**config.mk**
```make
export PLATFORM = sky130hd
export DESIGN_NAME = irq_prio_sel
export DESIGN_NICKNAME = d
export VERILOG_FILES = /design/src/rtl/irq_prio_sel.sv
export SDC_FILE = /design/constraint.sdc
export NUM_CORES = 1
export LEC_CHECK = 0
export ABC_AREA = 1
export BUFFER_PORTS_ARGS = -buffer_cell sky130_fd_sc_hd__clkbuf_2
export CAP_MARGIN = 10
export CELL_PAD_IN_SITES_DETAIL_PLACEMENT = 1
export CELL_PAD_IN_SITES_GLOBAL_PLACEMENT = 2
export CORE_MARGIN = 1
export CORE_UTILIZATION = 17
export CTS_CLUSTER_SIZE = 25
export DETAILED_ROUTE_END_ITERATION = 8
export PLACE_DENSITY = 0.78
export SETUP_SLACK_MARGIN = 0.5
export SLEW_MARGIN = 20
export SYNTH_ARGS = -nofsm -noshare
export SYNTH_HDL_FRONTEND = slang
export SYNTH_SLANG_ARGS = --single-unit
```
**constraint.sdc**
```tcl
create_clock -name clk -period 0.93 [get_ports clk]
set_clock_uncertainty 0.05 [all_clocks]
set_input_delay 0.2325 -clock clk [delete_from_list [all_inputs] [get_ports clk]]
set_output_delay 0.2325 -clock clk [all_outputs]
set_load 0.02 [all_outputs]
```
**src/rtl/irq_prio_sel.sv**
```systemverilog
module irq_prio_sel #(
  parameter int              NSRC     = 7,
  parameter int              IDXW     = $clog2(NSRC),
  parameter logic [NSRC-1:0] HYP_OK   = 7'b0000110,
  parameter logic [NSRC-1:0] NOGATE   = 7'b0000111
) (
  input  logic            clk,
  input  logic            rst_n,
  input  logic [NSRC-1:0] set_i,
  input  logic [NSRC-1:0] clr_i,
  input  logic            hyp_i,
  input  logic            ie_i,
  output logic            take_o,
  output logic [IDXW-1:0] win_o,
  output logic            any_pend_o
);

  logic [NSRC-1:0] pend;
  logic [NSRC-1:0] elig;
  logic [NSRC-1:0] pick;

  always_ff @(posedge clk) begin
    if (!rst_n) pend <= '0;
    else        pend <= (pend & ~clr_i) | set_i;
  end

  assign elig = hyp_i ? (ie_i ? HYP_OK : '0)
                      : (ie_i ? '1 : NOGATE);
  assign pick = pend & elig;

  always_comb begin
    win_o = '0;
    for (int i = NSRC - 1; i >= 0; i--)
      if (pick[i]) win_o = IDXW'(i);
  end

  assign take_o     = |pick;
  assign any_pend_o = |pend;

  p_idle_no_take_r4: assert property (@(posedge clk) disable iff (!rst_n)
    !any_pend_o |-> !take_o) else $error("R4 take without pending");

  p_hyp_pair_r5: assert property (@(posedge clk) disable iff (!rst_n)
    (take_o && hyp_i) |-> (ie_i && (win_o == IDXW'(1) || win_o == IDXW'(2))))
    else $error("R5/R6 hyp winner out of set");

  p_gated_need_ie_r8: assert property (@(posedge clk) disable iff (!rst_n)
    (take_o && !hyp_i && win_o >= IDXW'(3)) |-> ie_i)
    else $error("R8 gated source taken with ie low");

  p_win_pending_r9: assert property (@(posedge clk) disable iff (!rst_n)
    take_o |-> pend[win_o]) else $error("R9 winner not pending");

  p_win_zero_idle_r9: assert property (@(posedge clk) disable iff (!rst_n)
    !take_o |-> (win_o == '0)) else $error("R9 win not zero");

  for (genvar k = 0; k < NSRC; k++) begin : g_chk
    p_set_r2: assert property (@(posedge clk) disable iff (!rst_n)
      set_i[k] |=> (pend[k] && any_pend_o)) else $error("R2/R3 set lost");
    p_clear_r3: assert property (@(posedge clk) disable iff (!rst_n)
      (clr_i[k] && !set_i[k]) |=> !pend[k]) else $error("R3 clear ignored");
  end

endmodule

```
Word-level counts from Yosys, hierarchy flattened
Index checks and enable logic that the tools add are counted.

storage, ports and cells
  bits in registers = 7
  output and inout bits = 5

operators by class
  mux-type cells = 10
  reduce and logical (&&, ||, !) cells = 2
  bitwise operators = 4

operators with widths
  kind                number
  2-to-1 mux 3 bit    8
  AND 7 bit           2
  2-to-1 mux 7 bit    2
  OR reduction 7 bit  2
  inverter 7 bit      1
  bitwise OR 7 bit    1

Longest topological paths before layout
  depth after elaboration = 10
  gate-level depth with buffers = 7
  depth with buffers taken out = 7

Worst setup path before layout
Ideal clock, no wire load.

  path kind = reg2out
  start = register pend[4]
  end = output win_o[0]
  path slack = -0.180 ns
  stages on the path, launching flop included = 6
  buffers on the path = 0
  arrival = 0.828 ns
  data required time = 0.647 ns
  cells stage by stage = dfxtp_1 -> inv_1 -> nand2_1 -> nand2_1 -> nand2_1 -> a21oi_1

on the way
  word-level cells in the longest chain between the ends = 6

ends and longest elaborated chain
  element                        line  RTL
  start: declaration             18    logic [NSRC-1:0] pend;
  start signal: assignment       24    else pend <= (pend & ~clr_i) | set_i;
  AND 7 bit                      29    assign pick = pend & elig;
  2-to-1 mux 3 bit (5 in a row)  34    if (pick[i]) win_o = IDXW'(i);
  end: declaration               14    output logic [IDXW-1:0] win_o,

Every way passes these cells.

Worst setup path after layout
  start = register pend[5]
  end = output take_o

on the way
  word-level cells in the longest chain between the ends = 2

ends and longest elaborated chain
  element             line  RTL
  AND 7 bit           29
  OR reduction 7 bit  37    assign take_o = |pick;
  end: declaration    13    output logic take_o,

Every way passes these cells.

==> results.md <==
* CTS tree: done
* Num rows at 17
* DP Area at 662 sq um
* GRT Overall Usage at 0.107
* Final ANT Viol Nets at 0
* LEAKAGE at 0.433 nW
* Post-CTS Hold Buffers at 0
* Data arrival time of the worst path at 1.13 ns
* RSZ-0062 raised after global routing: true
* First-pass GRT wire length at 2.04 mm
* Post-Layout Inst Area at 917 sq um
* Initial antenna violation count at 0
* Outcome: finished, violations left
* Gate Count Post-Synth at 63
* Cell count after placement at 121
* Synth Area in XOR/XNOR at 0
* Synthesized area per cell at 6.40 sq um
* Initial core utilization at 0.180
* Synth warn at 0
* Crit path kind: reg2out
* Die Wd at 50.7 um
* DR vias/cell at 3.95
* CTS buffer count at 3
* Family with the most delay on the worst path: flip-flops
* DR DRC count at 0
* Post-Synth Simple-Gate Area at 0.404
* Yosys top cell by area: dfxtp_1
* Worst path cell trace: inv_2, nand2_4, o21bai_4, nand3_1, buf_6
* Register bit total from synthesis at 7
* Die Span Y at 50.7 um
* First DRT Iteration DRCs at 2
* Gr ovfl total at 0
* Area grow syn2layout at 128%
* WL per Instance at 8.84 um
* Pre-antenna DRT Iters at 2
* Max_cap viols at 0
* Yosys cell types at 11
* Failing checks: negative setup slack
* Fmax at 708 MHz
* Sink Count at 7
* Share of cells above drive strength 1 at 0.783
* Startpoint Class: flip-flop
* Vias after detailed routing at 529
* Syn nets at 81
* Top Registers: pend x7
* Pin count of the biggest net entering global routing at 8
* Top reg by flops: pend
* GP Congestion at 0.665
* Vias in the first global route at 479
* Layout net count at 125
* Leading post-synthesis cells by cell area: dfxtp_1 (35%), nor2_1 (20%), inv_1 (8.4%)
* Io pins at 23
* Worst min-delay path class: in2reg
* # fillers at 284
* Power Density at 1080 nW/um^2
* Largest family of logic cells by synthesized area: simple AND/OR/NAND/NOR gates
* R2R Setup Slk at -0.26 ns
* Multiplexer share of the synthesized area at 0
* CTS root buffer: clkbuf_4
* Port bufs at 22
* Total die area at 2570 sq um
* VDD IR max at 455 uV
* Adder-Cell Fraction of Synth Area at 0
* Max-Slew Margin vs Limit at 0.857
* Post-route insts no fill at 134
* Compound-Gate Fraction of Synth Area at 0.137
* Synthesized area at 403 sq um
* Min Tclk post-route at 1.41 ns
* Synth top area share at 0.348
* Clk_lat worst skew at 0.24 ns
* Worst-Margin Slew at 0.214 ns
* Max reg flops at 7
* WP buf/inv at 2
* Clk slew on worst S/H paths at 0.05 ns
* HPWL Detailed at 902 um
* Hold violation total from the final report at 0
* Critical Path RT at 0.65 ns
* Final worst setup slack at -0.483 ns
* Critical Path Sink Type: primary output
* Pre-CTS setup slack at -0.370 ns
* Critical Path Slowest Stage Cell: dfxtp_2
* Slew Limit Fails at 0
* Worst-path fanout max at 3
* Sequential element share of the synthesized area at 0.348
* Core Area at 2230 sq um
* Worst-case clock buffer depth at 2
* Final wirelength at 1.19 mm
* Largest stage delay, worst path at 0.32 ns
* Max H-tree Level at 1
* Setup violations, final at 8
* Crit share post-route at 1.52
* ANT cells at 0
==> report_power, final <==
part / leakage [nW] / switching, mW / internal [mW] / total [mW]
combinational: 0.357 / 0.172 / 0.206 / 0.378
sequential: 0.0611 / 0.0249 / 0.321 / 0.346
clock: 0.0150 / 0.108 / 0.163 / 0.271
==> layout make-up <==
type                            count  area [sq um]  share of cell area
Tap cell                           28          35.0              0.0382
Timing Repair Buffer               39           329               0.359
Sequential cell                     7           156               0.171
Clock buffer                        4          26.3              0.0286
Inverter                           12          50.0              0.0546
Multi-Input combinational cell     44           320               0.349
==> cells by family (layout without fill, tap and decap cells) <==
| family | Yosys count | after routing |
|---|---|---|
| and+or+nand+nor | 38 | 38 |
| AOI/OAI and AO/OA | 6 | 6 |
| DFF | 7 | 7 |
| buffers and inverters | 12 | 55 |
==> worst paths after layout <==
| check | from | end | cells past startpoint |
|---|---|---|---|
| worst max-delay path | pend[5]$_SDFF_PN0_ | take_o | 5 |
| worst max register to register | pend[0]$_SDFF_PN0_ | pend[0]$_SDFF_PN0_ | 9 |
| worst min-delay path | set_i[6] | pend[6]$_SDFF_PN0_ | 3 |
| worst min register to register | pend[2]$_SDFF_PN0_ | pend[2]$_SDFF_PN0_ | 3 |
==> synthesized netlist by cell type, drive strengths merged <==
cell type / instances
nor2: 24
inv: 12
nand2: 10
dfxtp: 7
a21oi: 5
nand3: 4
o21bai: 1
==> timing repair <==
action,4_1_cts,5_1_grt
buffers inserted,5,4
pin swaps,12,10
gates resized for setup,28,24
setup endpoints to repair,12,12
cloned,0,0
==> stage by stage <==
stage	utilization	power [mW]	hold slack, ns	TNS, ns
2_1_floorplan	-	0.491	0.292	-0.414
3_3_place_gp	0.296	0.595	0.395	-1.52
3_5_place_dp	0.296	0.601	0.400	-1.58
4_1_cts	0.369	0.950	0.138	-2.56
5_1_grt	0.411	1.06	0.152	-3.09
6_report	0.411	0.995	0.146	-2.60
==> layer usage <==
layer,vias to the layer above,wire [um],GRT usage
met5,-,0,0
met4,0,4,0.0417
met3,2,48,0.0273
met2,16,613,0.182
met1,238,519,0.128
li1,273,-,-
==> layout by cell type (no fill, tap or decap) <==
cell type	instances
nand3_2	2
inv_2	5
nand3_1	2
nand2_2	5
buf_6	15
a21oi_2	4
buf_4	4
a21oi_4	1
buf_8	3
nor2_1	11
inv_4	2
nor2_4	8
nand2_1	4
nor2_2	5
dfxtp_4	3
o21bai_4	1
clkbuf_4	3
inv_1	5
dfxtp_2	4
nand2_4	1
clkbuf_1	1
clkbuf_2	17
==> worst reg2reg max path, stage by stage (launching register included) <==
cell and delay [ns]:
dfxtp_2 0.34, inv_4 0.04, buf_6 0.10, buf_6 0.10, buf_6 0.11, buf_6 0.10, buf_6 0.10, nor2_4 0.07
nor2_2 0.03, nor2_1 0.06
Power figures use the tool's default switching activity.
